`src/rtl/pwm_multi_pkg.sv`:
```
package pwm_multi_pkg;

  typedef enum logic [1:0] {
    TS_IDLE  = 2'd0,
    TS_HIGH  = 2'd1,
    TS_SPENT = 2'd2
  } trig_state_t;

  function automatic int period_addr(input int ch);
    return 2 + 2 * ch;
  endfunction

  function automatic int duty_addr(input int ch);
    return 3 + 2 * ch;
  endfunction

endpackage

```
`src/rtl/pwm_regs.sv`:
```
module pwm_regs
  import pwm_multi_pkg::*;
#(
  parameter int NCH    = 4,
  parameter int CNT_W  = 16,
  parameter int PRE_W  = 8,
  parameter int DATA_W = 32,
  parameter int ADDR_W = 4
) (
  input  logic                        clk,
  input  logic                        rst,
  input  logic                        wr,
  input  logic [ADDR_W-1:0]           addr,
  input  logic [DATA_W-1:0]           wdata,
  output logic [DATA_W-1:0]           rdata,
  output logic [NCH-1:0]              sh_trig,
  output logic [NCH-1:0]              sh_smooth,
  output logic [NCH-1:0]              sh_pol,
  output logic [NCH-1:0][PRE_W-1:0]   sh_pre,
  output logic [NCH-1:0][CNT_W-1:0]   sh_per,
  output logic [NCH-1:0][CNT_W-1:0]   sh_duty
);

  localparam int CTRL_W = 3 * NCH;
  localparam int PREW_W = NCH * PRE_W;

  logic [CTRL_W-1:0]         ctrl_r;
  logic [PREW_W-1:0]         pre_r;
  logic [NCH-1:0][CNT_W-1:0] per_r;
  logic [NCH-1:0][CNT_W-1:0] duty_r;
  logic [DATA_W-1:0]         rd_next;

  logic unused_wdata;
  assign unused_wdata = ^wdata;

  always_ff @(posedge clk) begin
    if (rst) begin
      ctrl_r <= '0;
      pre_r  <= '0;
      per_r  <= '0;
      duty_r <= '0;
    end else if (wr) begin
      if (addr == ADDR_W'(0)) ctrl_r <= wdata[CTRL_W-1:0];
      if (addr == ADDR_W'(1)) pre_r  <= wdata[PREW_W-1:0];
      for (int c = 0; c < NCH; c++) begin
        if (addr == ADDR_W'(period_addr(c))) per_r[c]  <= wdata[CNT_W-1:0];
        if (addr == ADDR_W'(duty_addr(c)))   duty_r[c] <= wdata[CNT_W-1:0];
      end
    end
  end

  always_comb begin
    rd_next = '0;
    if (addr == ADDR_W'(0)) rd_next[CTRL_W-1:0] = ctrl_r;
    if (addr == ADDR_W'(1)) rd_next[PREW_W-1:0] = pre_r;
    for (int c = 0; c < NCH; c++) begin
      if (addr == ADDR_W'(period_addr(c))) rd_next[CNT_W-1:0] = per_r[c];
      if (addr == ADDR_W'(duty_addr(c)))   rd_next[CNT_W-1:0] = duty_r[c];
    end
  end

  always_ff @(posedge clk) begin
    if (rst) rdata <= '0;
    else     rdata <= rd_next;
  end

  assign sh_trig   = ctrl_r[NCH-1:0];
  assign sh_smooth = ctrl_r[2*NCH-1:NCH];
  assign sh_pol    = ctrl_r[3*NCH-1:2*NCH];
  assign sh_pre    = pre_r;
  assign sh_per    = per_r;
  assign sh_duty   = duty_r;


  ctrl_write_chk: assert property (@(posedge clk) disable iff (rst)
    (wr && addr == ADDR_W'(0)) |=> (sh_trig == $past(wdata[NCH-1:0])));

endmodule

```
`src/rtl/pwm_trig_sync.sv`:
```
module pwm_trig_sync
  import pwm_multi_pkg::*;
#(
  parameter int HOLD_CYC = 100
) (
  input  logic clk,
  input  logic rst,
  input  logic trig,
  input  logic smooth,
  output logic commit
);

  localparam int HW = $clog2(HOLD_CYC + 1);

  trig_state_t   st;
  logic          trig_q;
  logic [HW-1:0] low_cnt;
  logic [HW-1:0] hi_cnt;
  logic          low_done;
  logic          rise;

  assign low_done = (low_cnt == HW'(HOLD_CYC));
  assign rise     = trig && !trig_q;

  always_ff @(posedge clk) begin
    if (rst) begin
      st      <= TS_IDLE;
      trig_q  <= 1'b0;
      low_cnt <= '0;
      hi_cnt  <= '0;
      commit  <= 1'b0;
    end else begin
      trig_q <= trig;
      commit <= 1'b0;
      if (!trig) begin
        if (!low_done) low_cnt <= low_cnt + HW'(1);
      end else begin
        low_cnt <= '0;
      end
      case (st)
        TS_IDLE: begin
          if (rise) begin
            if (low_done) begin
              st     <= TS_HIGH;
              hi_cnt <= HW'(1);
            end else begin
              st <= TS_SPENT;
            end
          end
        end
        TS_HIGH: begin
          if (!trig) begin
            st <= TS_IDLE;
          end else if (hi_cnt == HW'(HOLD_CYC)) begin
            commit <= !smooth;
            st     <= TS_SPENT;
          end else begin
            hi_cnt <= hi_cnt + HW'(1);
          end
        end
        default: begin
          if (!trig) st <= TS_IDLE;
        end
      endcase
    end
  end


  commit_needs_high_chk: assert property (@(posedge clk) disable iff (rst)
    commit |-> $past(trig));


  commit_needs_smooth_low_chk: assert property (@(posedge clk) disable iff (rst)
    commit |-> !$past(smooth));


  commit_single_chk: assert property (@(posedge clk) disable iff (rst)
    commit |=> !commit);

endmodule

```
`src/rtl/pwm_chan_gen.sv`:
```
module pwm_chan_gen #(
  parameter int CNT_W = 16,
  parameter int PRE_W = 8
) (
  input  logic             clk,
  input  logic             rst,
  input  logic             commit,
  input  logic [PRE_W-1:0] sh_pre,
  input  logic [CNT_W-1:0] sh_per,
  input  logic [CNT_W-1:0] sh_duty,
  input  logic             sh_pol,
  output logic             pwm_out
);

  logic [PRE_W-1:0] act_pre, stg_pre, pre_cnt;
  logic [CNT_W-1:0] act_per, stg_per, act_duty, stg_duty, cnt;
  logic             act_pol, stg_pol, pend;
  logic             tick, last, raw;

  assign tick = (pre_cnt == act_pre);
  assign last = (act_per == '0) || (tick && (cnt >= act_per - CNT_W'(1)));
  assign raw  = (act_per != '0) && (cnt < act_duty);

  always_ff @(posedge clk) begin
    if (rst) begin
      act_pre  <= '0;
      act_per  <= '0;
      act_duty <= '0;
      act_pol  <= 1'b0;
      stg_pre  <= '0;
      stg_per  <= '0;
      stg_duty <= '0;
      stg_pol  <= 1'b0;
      pend     <= 1'b0;
      pre_cnt  <= '0;
      cnt      <= '0;
      pwm_out  <= 1'b0;
    end else begin
      pwm_out <= raw ^ act_pol;
      if (last) begin
        cnt     <= '0;
        pre_cnt <= '0;
        if (pend) begin
          act_pre  <= stg_pre;
          act_per  <= stg_per;
          act_duty <= stg_duty;
          act_pol  <= stg_pol;
          pend     <= 1'b0;
        end
      end else if (tick) begin
        pre_cnt <= '0;
        cnt     <= cnt + CNT_W'(1);
      end else begin
        pre_cnt <= pre_cnt + PRE_W'(1);
      end
      if (commit) begin
        stg_pre  <= sh_pre;
        stg_per  <= sh_per;
        stg_duty <= sh_duty;
        stg_pol  <= sh_pol;
        pend     <= 1'b1;
      end
    end
  end


  load_at_boundary_chk: assert property (@(posedge clk) disable iff (rst)
    !$stable({act_pre, act_per, act_duty, act_pol}) |-> $past(pend));


  full_duty_chk: assert property (@(posedge clk) disable iff (rst)
    (act_per != '0 && act_duty >= act_per) |=> (pwm_out != $past(act_pol)));


  idle_level_chk: assert property (@(posedge clk) disable iff (rst)
    (act_per == '0) |=> (pwm_out == $past(act_pol)));


  count_hold_chk: assert property (@(posedge clk) disable iff (rst)
    (!tick && !last && !commit && !pend) |=> $stable(cnt));

endmodule

```
`src/rtl/pwm_multi_top.sv`:
```
module pwm_multi_top #(
  parameter int NCH      = 4,
  parameter int CNT_W    = 16,
  parameter int PRE_W    = 8,
  parameter int DATA_W   = 32,
  parameter int HOLD_CYC = 100,
  parameter int ADDR_W   = $clog2(2 + 2 * NCH)
) (
  input  logic              clk,
  input  logic              rst,
  input  logic              bus_wr,
  input  logic [ADDR_W-1:0] bus_addr,
  input  logic [DATA_W-1:0] bus_wdata,
  output logic [DATA_W-1:0] bus_rdata,
  output logic [NCH-1:0]    pwm_out
);

  logic [NCH-1:0]            sh_trig, sh_smooth, sh_pol, commit;
  logic [NCH-1:0][PRE_W-1:0] sh_pre;
  logic [NCH-1:0][CNT_W-1:0] sh_per, sh_duty;

  pwm_regs #(
    .NCH(NCH), .CNT_W(CNT_W), .PRE_W(PRE_W), .DATA_W(DATA_W), .ADDR_W(ADDR_W)
  ) u_regs (
    .clk(clk), .rst(rst), .wr(bus_wr), .addr(bus_addr), .wdata(bus_wdata),
    .rdata(bus_rdata), .sh_trig(sh_trig), .sh_smooth(sh_smooth),
    .sh_pol(sh_pol), .sh_pre(sh_pre), .sh_per(sh_per), .sh_duty(sh_duty)
  );

  for (genvar c = 0; c < NCH; c++) begin : g_chan
    pwm_trig_sync #(.HOLD_CYC(HOLD_CYC)) u_trig (
      .clk(clk), .rst(rst), .trig(sh_trig[c]), .smooth(sh_smooth[c]),
      .commit(commit[c])
    );

    pwm_chan_gen #(.CNT_W(CNT_W), .PRE_W(PRE_W)) u_gen (
      .clk(clk), .rst(rst), .commit(commit[c]), .sh_pre(sh_pre[c]),
      .sh_per(sh_per[c]), .sh_duty(sh_duty[c]), .sh_pol(sh_pol[c]),
      .pwm_out(pwm_out[c])
    );
  end


  reset_out_chk: assert property (@(posedge clk) $past(rst) |-> (pwm_out == '0));

endmodule

```
`config.mk`:
```
export PLATFORM = sky130hd
export DESIGN_NAME = pwm_multi_top
export DESIGN_NICKNAME = d
export VERILOG_FILES = /design/src/rtl/pwm_multi_pkg.sv /design/src/rtl/pwm_regs.sv /design/src/rtl/pwm_trig_sync.sv /design/src/rtl/pwm_chan_gen.sv /design/src/rtl/pwm_multi_top.sv
export SDC_FILE = /design/constraint.sdc
export NUM_CORES = 2
export LEC_CHECK = 0
export BUFFER_PORTS_ARGS = -buffer_cell sky130_fd_sc_hd__buf_2
export CAP_MARGIN = 20
export CELL_PAD_IN_SITES_DETAIL_PLACEMENT = 0
export CELL_PAD_IN_SITES_GLOBAL_PLACEMENT = 2
export CORE_MARGIN = 2
export CORE_UTILIZATION = 25
export CTS_BUF_LIST = sky130_fd_sc_hd__clkbuf_2
export CTS_CLUSTER_SIZE = 14
export DETAILED_ROUTE_END_ITERATION = 10
export PLACE_DENSITY = 0.69
export SLEW_MARGIN = 20
export SYNTH_ARGS = -nofsm -noshare
export SYNTH_HDL_FRONTEND = slang
export SYNTH_SLANG_ARGS = --single-unit
export TNS_END_PERCENT = 50
```
`constraint.sdc`:
```
create_clock -name clk -period 3.4 [get_ports clk]
set_input_delay 0 -clock clk [delete_from_list [all_inputs] [get_ports clk]]
set_output_delay 0 -clock clk [all_outputs]
set_load 0.1 [all_outputs]
```
# Yosys cells after proc, flatten, opt, wreduce, memory -nomap -nowiden
# Cells that the tools add are included.
[word_totals]
register_bits = 708
in_bits = 39
output_inout_bits = 36
[op_classes]
add_sub_neg = 20
magnitude_cmp = 8
eq_ne = 49
n_mux = 62
bitwise_logic = 17
n_reduce_logical = 84
[op_table]
columns = ["cell", "count"]
rows = [
  ["$mux W16", 9],
  ["$mux W7", 16],
  ["$add A16 B1 Y16 const B", 4],
  ["$ge A16 B16 Y1", 4],
  ["$logic_not A16 Y1", 4],
  ["$lt A16 B16 Y1", 4],
  ["$reduce_bool A16 Y1", 4],
  ["$sub A16 B1 Y16 const B", 4],
  ["$add A7 B1 Y7 const B", 8],
  ["$eq A7 B7 Y1 const B", 8],
  ["$pmux W7 S2", 4],
  ["$mux W2", 20],
  ["$add A8 B1 Y8 const B", 4],
  ["$eq A8 B8 Y1", 4],
  ["$reduce_and A2 Y1", 14],
  ["$reduce_and A5 Y1", 4],
  ["$reduce_or A2 Y1", 9],
  ["$eq A4 B3 Y1 const B", 4],
  ["$ne A2 B1 Y1 const B", 8],
  ["$ne A2 B2 Y1 const B", 8],
  ["$pmux W2 S2", 4],
  ["$reduce_bool A2 Y1", 8],
  ["$reduce_or A4 Y1", 4],
  ["$not A1 Y1", 13],
  ["other kinds (16)", 67],
]

# Depth between registers and ports, before layout
[logic_depth]
word_depth = 11
mapped_depth = 13

# Modules after synthesis
# From an unflattened synthesis, not the netlist that was laid out.
[unflattened]
cells_unflattened = 3671
area_unflattened_um2 = 33643.5
[modules_own_cells]
columns = ["module", "instances", "cells_per_inst", "area_each_um2", "seq_area_each_um2"]
rows = [
  ["pwm_chan_gen (g_chan[0].u_gen ...)", 3, 568, 5363.9, 2162.1],
  ["pwm_regs", 1, 1023, 8438.1, 4083.9],
  ["pwm_chan_gen (g_chan[2].u_gen)", 1, 576, 5495.3, 2162.1],
  ["pwm_trig_sync", 4, 92, 904.6, 360.3],
]

# Least setup slack after synthesis
# No wires, ideal clock.
[synth_path]
path_kind = "register -> register"
from = "register g_chan[0].u_gen.act_per[2]"
to = "register g_chan[0].u_gen.cnt[10]"
setup_time_ns = 0.132
t_arrival_ns = 3.423
setup_slack_ns = -0.154
path_stages_with_launch = 14
synth_period_minus_slack_ns = 3.554
cell_sequence = "dfxtp_1 -> or4_4 -> nor3_1 -> nand2_1 -> or3_1 -> xor2_1 -> ha_1 -> nand4_1 -> or2_2 -> nor2_1 -> nand2_1 -> a21boi_1 -> clkbuf_1 -> nor3_1"
[synth_between]
elab_chain_cells = 5
[synth_rtl]
columns = ["element", "line", "rtl"]
rows = [
  ["start: declaration", "pwm_chan_gen.sv:16", "logic [CNT_W-1:0] act_per, stg_per, act_duty, stg_duty, cnt;"],
  ["start signal: assignment", "pwm_chan_gen.sv:45", "act_per <= stg_per;"],
  ["$sub A16 B1 Y16", "pwm_chan_gen.sv:21", "assign last = (act_per == '0) || (tick && (cnt >= act_per - CNT_W'(1)));"],
  ["$ge A16 B16 Y1", "pwm_chan_gen.sv:21", ""],
  ["$logic_and A1 B1 Y1", "pwm_chan_gen.sv:21", ""],
  ["$logic_or A1 B1 Y1 (*)", "pwm_chan_gen.sv:21", ""],
  ["$reduce_or A2 Y1 (no source line) (*)", "n/a", ""],
  ["end signal: assignment", "pwm_chan_gen.sv:52", "cnt <= cnt + CNT_W'(1);"],
  ["end: declaration", "pwm_chan_gen.sv:16", ""],
]
# Every way passes the cells marked *; elsewhere a longest branch is shown, timed or not.
# A chain may end at the register's enable or synchronous reset.

# Final worst setup path
[layout_path]
from = "input port bus_addr[3]"
to = "register u_regs.rdata[9]"
[layout_between]
elab_chain_cells = 11
[layout_rtl]
columns = ["element", "line", "rtl"]
rows = [
  ["start: declaration", "pwm_multi_top.sv:12", "input logic [ADDR_W-1:0] bus_addr,"],
  ["$logic_not A4 Y1", "pwm_regs.sv:54", "if (addr == ADDR_W'(0)) rd_next[CTRL_W-1:0] = ctrl_r;"],
  ["$mux W12", "pwm_regs.sv:54", ""],
  ["$mux W16", "pwm_regs.sv:55", "if (addr == ADDR_W'(1)) rd_next[PREW_W-1:0] = pre_r;"],
  ["$mux W16", "pwm_regs.sv:57", "if (addr == ADDR_W'(period_addr(c))) rd_next[CNT_W-1:0] = per_r[c];"],
  ["$mux W16", "pwm_regs.sv:58", "if (addr == ADDR_W'(duty_addr(c))) rd_next[CNT_W-1:0] = duty_r[c];"],
  ["$mux W16", "pwm_regs.sv:57", ""],
  ["$mux W16", "pwm_regs.sv:58", ""],
  ["$mux W16", "pwm_regs.sv:57", ""],
  ["$mux W16", "pwm_regs.sv:58", ""],
  ["$mux W16", "pwm_regs.sv:57", ""],
  ["$mux W16 (*)", "pwm_regs.sv:58", ""],
  ["end signal: assignment", "pwm_regs.sv:64", "else rdata <= rd_next;"],
  ["end: declaration", "pwm_regs.sv:15", "output logic [DATA_W-1:0] rdata,"],
]
# Marks and branches as above.

==> summary.txt <==
outcome: completed
clk buf depth: 3
type of the worst setup path: input pin to register
period utilisation layout: 0.9994
WL/cell: 16.68 µm
Fin. Hold Viols: 0
WL final: 99,510 µm
die height: 368.1 µm
post-route ant nets: 0
CP cell instances: dlygate4sd3_1, dlygate4sd3_1, buf_2, dlygate4sd3_1, nand2b_1, nor3_2, dlygate4sd3_1, buf_4, dlygate4sd3_1, a22oi_1, a21oi_1
via count: 26,740
RSZ-0062 raised after global routing: yes
fin area: 39,220 µm²
initial core utilization: 0.2521
XOR/XNOR share of the synthesized area: 0.05496
RR Endpoint: g_chan[0].u_gen.act_duty[13]$_SDFFE_PP0P_
RePlAce Congestion: 0.8592
reg2reg path depth: 14
CTS Sinks: 708
CTS tree: built
largest net degree at the start of global routing: 98
GRT overflow: 0
Netlist cell types: 80
drt first pass iters: 7
Pwr Density: 391.1 nW/µm²
I/O Buffers: 74
Post-Synth Adder-Cell Area: 0.05889
total negative slack: 0 ns
compound-gate portion of the synthesized area: 0.09283
first-pass GRT wire length: 152,800 µm
worst slack, placed: -0.06305 ns
Worst R2R Setup Slack: 0.08 ns
initial antenna violation count: 9
Final Critical Period: 3.398 ns
mux cell area share after synthesis: 0.09498
Final Setup Violations: 0
Crit. End Element: register
EDFF count, synth: 0
cell count along the critical path: 11
DP Area: 35,580 µm²
register bit count reported by yosys: 708
Slew @ Worst Pin: 1.057 ns
Fillers: 14,260
FMAX: 0.2943 GHz
Cell Rows: 133
die width: 368.1 µm
num ports: 75
Required @ worst endpoint: 4.82 ns
Leak Pwr: 0.01423 µW
die area: 135,500 µm²
Final Max Slew Viols: 0
HP Start: bus_wdata[3]
Top delay family on crit path: buffers and inverters
grt met2 use: 0.2183
synthesized area per cell: 8.799 µm²
GR Layer Usage met3: 0.04113
Setup WS post-layout: 0.002198 ns
Buf/Inv on CP: 7
layout cells sized above 1: 0.1380
Ys Warns: 0
Worst Skew: 0.1253 ns
Worst Hold Margin: 0.1984 ns
Post-Synth Simple-Gate Area: 0.2252
Detailed Route Iter0 Violations: 1,586
hold depth: 5
Most common cell on crit path: dlygate4sd3_1
CTS buffer count: 198
CP peak stage delay: 0.93 ns
Critical Path Fanout Max: 14
global route hottest layer: met2
Reg area: 14,180 µm²
Top FF cell, synth: dfxtp_1
Slew HR: 0.2951
Max Cap Violations: 0
Post-Syn Instances: 3,767
Netlist Area Pre-Place: 33,140 µm²
GRT Overall Usage: 0.1442
GR Layer Usage met1: 0.1975
DP Wirelength: 67,750 µm
register area share after synthesis: 0.4276
H-tree depth: 4
root buf cell: clkbuf_2
Total Nets Final: 4,261
Hold Path End: u_regs.sh_duty[35]$_SDFFE_PP0P_
Max VDD drop: 297.3 µV
area occupied by multi-input gates: 17,700 µm²
type of origin of the critical path: input pin
Layout area overhead: 18.34%
Worst EP arrival: 4.82 ns
asr flop ratio synth: 0
post-synth net total: 3,962
Hold Path Class: input pin to register
reg-to-reg startpoint: g_chan[0].u_gen.act_per[5]$_SDFFE_PP0P_
Clock transition at path regs: 0.08 ns
Crit-path slowest cell: dlygate4sd3_1
final routed DRC violation total: 0
Placeable Area: 131,500 µm²
vias per cell: 4.483
vias in the first global route: 26,080
largest family of logic cells by synthesized area: simple AND/OR/NAND/NOR gates
clock latency on the worst-skew pair: 1.58 ns
[layer usage]
layer | vias up | routed length [µm]
met5 | - | 40
met2 | 592 | 43230
met3 | 156 | 6634
li1 | 13510 | -
met1 | 12480 | 47730
met4 | 6 | 1878
[layout by cell type (no fill, tap or decap), drive strengths merged, types with 100 or more instances in the layout]
master	instances
a21oi	294
nor2	370
clkbuf	291
ha	156
xnor2	113
o21ai	100
nand2	437
inv	130
buf	189
nand2b	268
dlygate4sd3	133
dfxtp	708
mux2i	310
[where the power goes]
part | switching, µW | internal, µW | leakage [µW] | total (µW)
sequential | 50.4 | 8330 | 0.00571 | 8380
combinational | 467 | 247 | 0.00719 | 714
clock | 3820 | 2430 | 0.00133 | 6240
total | 4340 | 11000 | 0.0142 | 15300
[worst max-delay path by stage]
| stage | endpoint | slack, ns | from |
|---|---|---|---|
| 2_1_floorplan | g_chan[0].u_gen.cnt[10]$_SDFFE_PP0P_ | 0.04 | g_chan[0].u_gen.act_per[2]$_SDFFE_PP0P_ |
| 3_3_place_gp | g_chan[0].u_gen.act_duty[3]$_SDFFE_PP0P_ | -0.06 | g_chan[0].u_gen.act_per[2]$_SDFFE_PP0P_ |
| 3_5_place_dp | g_chan[0].u_gen.act_per[12]$_SDFFE_PP0P_ | -0.06 | g_chan[0].u_gen.act_per[2]$_SDFFE_PP0P_ |
| 4_1_cts | g_chan[1].u_gen.act_per[11]$_SDFFE_PP0P_ | 0.001 | g_chan[1].u_gen.act_per[4]$_SDFFE_PP0P_ |
| 5_1_grt | g_chan[0].u_gen.act_per[8]$_SDFFE_PP0P_ | -0.16 | g_chan[0].u_gen.act_per[5]$_SDFFE_PP0P_ |
| 6_report | u_regs.rdata[9]$_SDFF_PP0_ | 0.002 | bus_addr[3] |
[cell type report]
class                   instances  share of cell area
diodes                          6           0.0003828
inverters                     125             0.01196
clock inverters                51            0.007464
multi-input cells            2706              0.4514
repair buffers                327             0.07464
well taps                    1755             0.05598
clock buffers                 287             0.03662
flip-flops and latches        708              0.3616
[sequential cells by signal, indices dropped and copies added (netlist names), 8 cells and up]
| name | count |
|---|---|
| u_regs.sh_per | 64 |
| g_chan.u_gen.stg_pre | 32 |
| g_chan.u_gen.act_per | 64 |
| g_chan.u_trig.st | 8 |
| g_chan.u_gen.act_pre | 32 |
| g_chan.u_trig.hi_cnt | 28 |
| g_chan.u_trig.low_cnt | 28 |
| g_chan.u_gen.pre_cnt | 32 |
| g_chan.u_gen.act_duty | 64 |
| u_regs.sh_pre | 32 |
| u_regs.ctrl_r | 12 |
| g_chan.u_gen.stg_duty | 64 |
| u_regs.sh_duty | 64 |
| g_chan.u_gen.stg_per | 64 |
| g_chan.u_gen.cnt | 64 |
| u_regs.rdata | 32 |
[repair_timing]
| action | 4_1_cts | 5_1_grt |
|---|---|---|
| pin swaps | 5 | 21 |
| gates resized for setup | 6 | 46 |
| endpoints found under the setup margin | 35 | 184 |
| gates cloned | 2 | 6 |
| hold buffers | 136 | 0 |
| hold endpoints to repair | 708 | 0 |
| setup buffers | 7 | 9 |
[Yosys cell counts (all sizes together) (4+ instances only)]
master | count | area [µm²]
o31ai | 5 | 37.54
nor2 | 370 | 1396
nand3 | 63 | 315.3
o21a | 8 | 60.06
nand2 | 437 | 1640
ha | 156 | 1952
mux2i | 310 | 3103
and3 | 33 | 206.5
nor4 | 40 | 314.0
mux2 | 4 | 45.04
nand4 | 60 | 375.4
o221ai | 6 | 52.55
xor2 | 95 | 832.1
nor4b | 5 | 50.04
a21o | 29 | 217.7
or3 | 14 | 87.58
inv | 125 | 469.2
nand4b | 5 | 43.79
buf | 48 | 364.1
a21oi | 294 | 1483
or3b | 40 | 350.3
o22ai | 12 | 75.07
a31oi | 4 | 40.04
xnor2 | 113 | 989.7
and4 | 5 | 43.79
o211ai | 9 | 67.56
a222oi | 6 | 60.06
clkbuf | 180 | 675.7
nor3 | 78 | 400.4
nor2b | 18 | 112.6
a221oi | 4 | 35.03
or4 | 7 | 63.81
or2 | 18 | 112.6
o21ai | 100 | 504.2
a211oi | 13 | 107.6
and2 | 25 | 156.4
dfxtp | 708 | 14170
nand2b | 268 | 1679
a22oi | 15 | 112.6
[tightest hold or removal path: stages]
cell and delay (ns):
dlygate4sd3_1 0.52, buf_2 0.14, dlygate4sd3_1 0.85, nand2_1 0.16, a21oi_1 0.05
[cells by family after synthesis]
kind of cell	count (synthesis)
buffers and inverters	353
muxes	314
xor gates and xnor gates	208
adders and majority gates	156
and+or+nand+nor	1498
AOI/OAI and AO/OA	530
DFF	708
[metrics by stage]
stage,power (µW),instances,util
finish,15340,5965,0.2984
global route,16230,5963,0.2983
CTS,15720,5945,0.2954
detailed placement,9181,5462,0.2706
global placement,9182,5462,0.2706
floorplan,8935,3767,-
(Power assumes the default switching activity.)
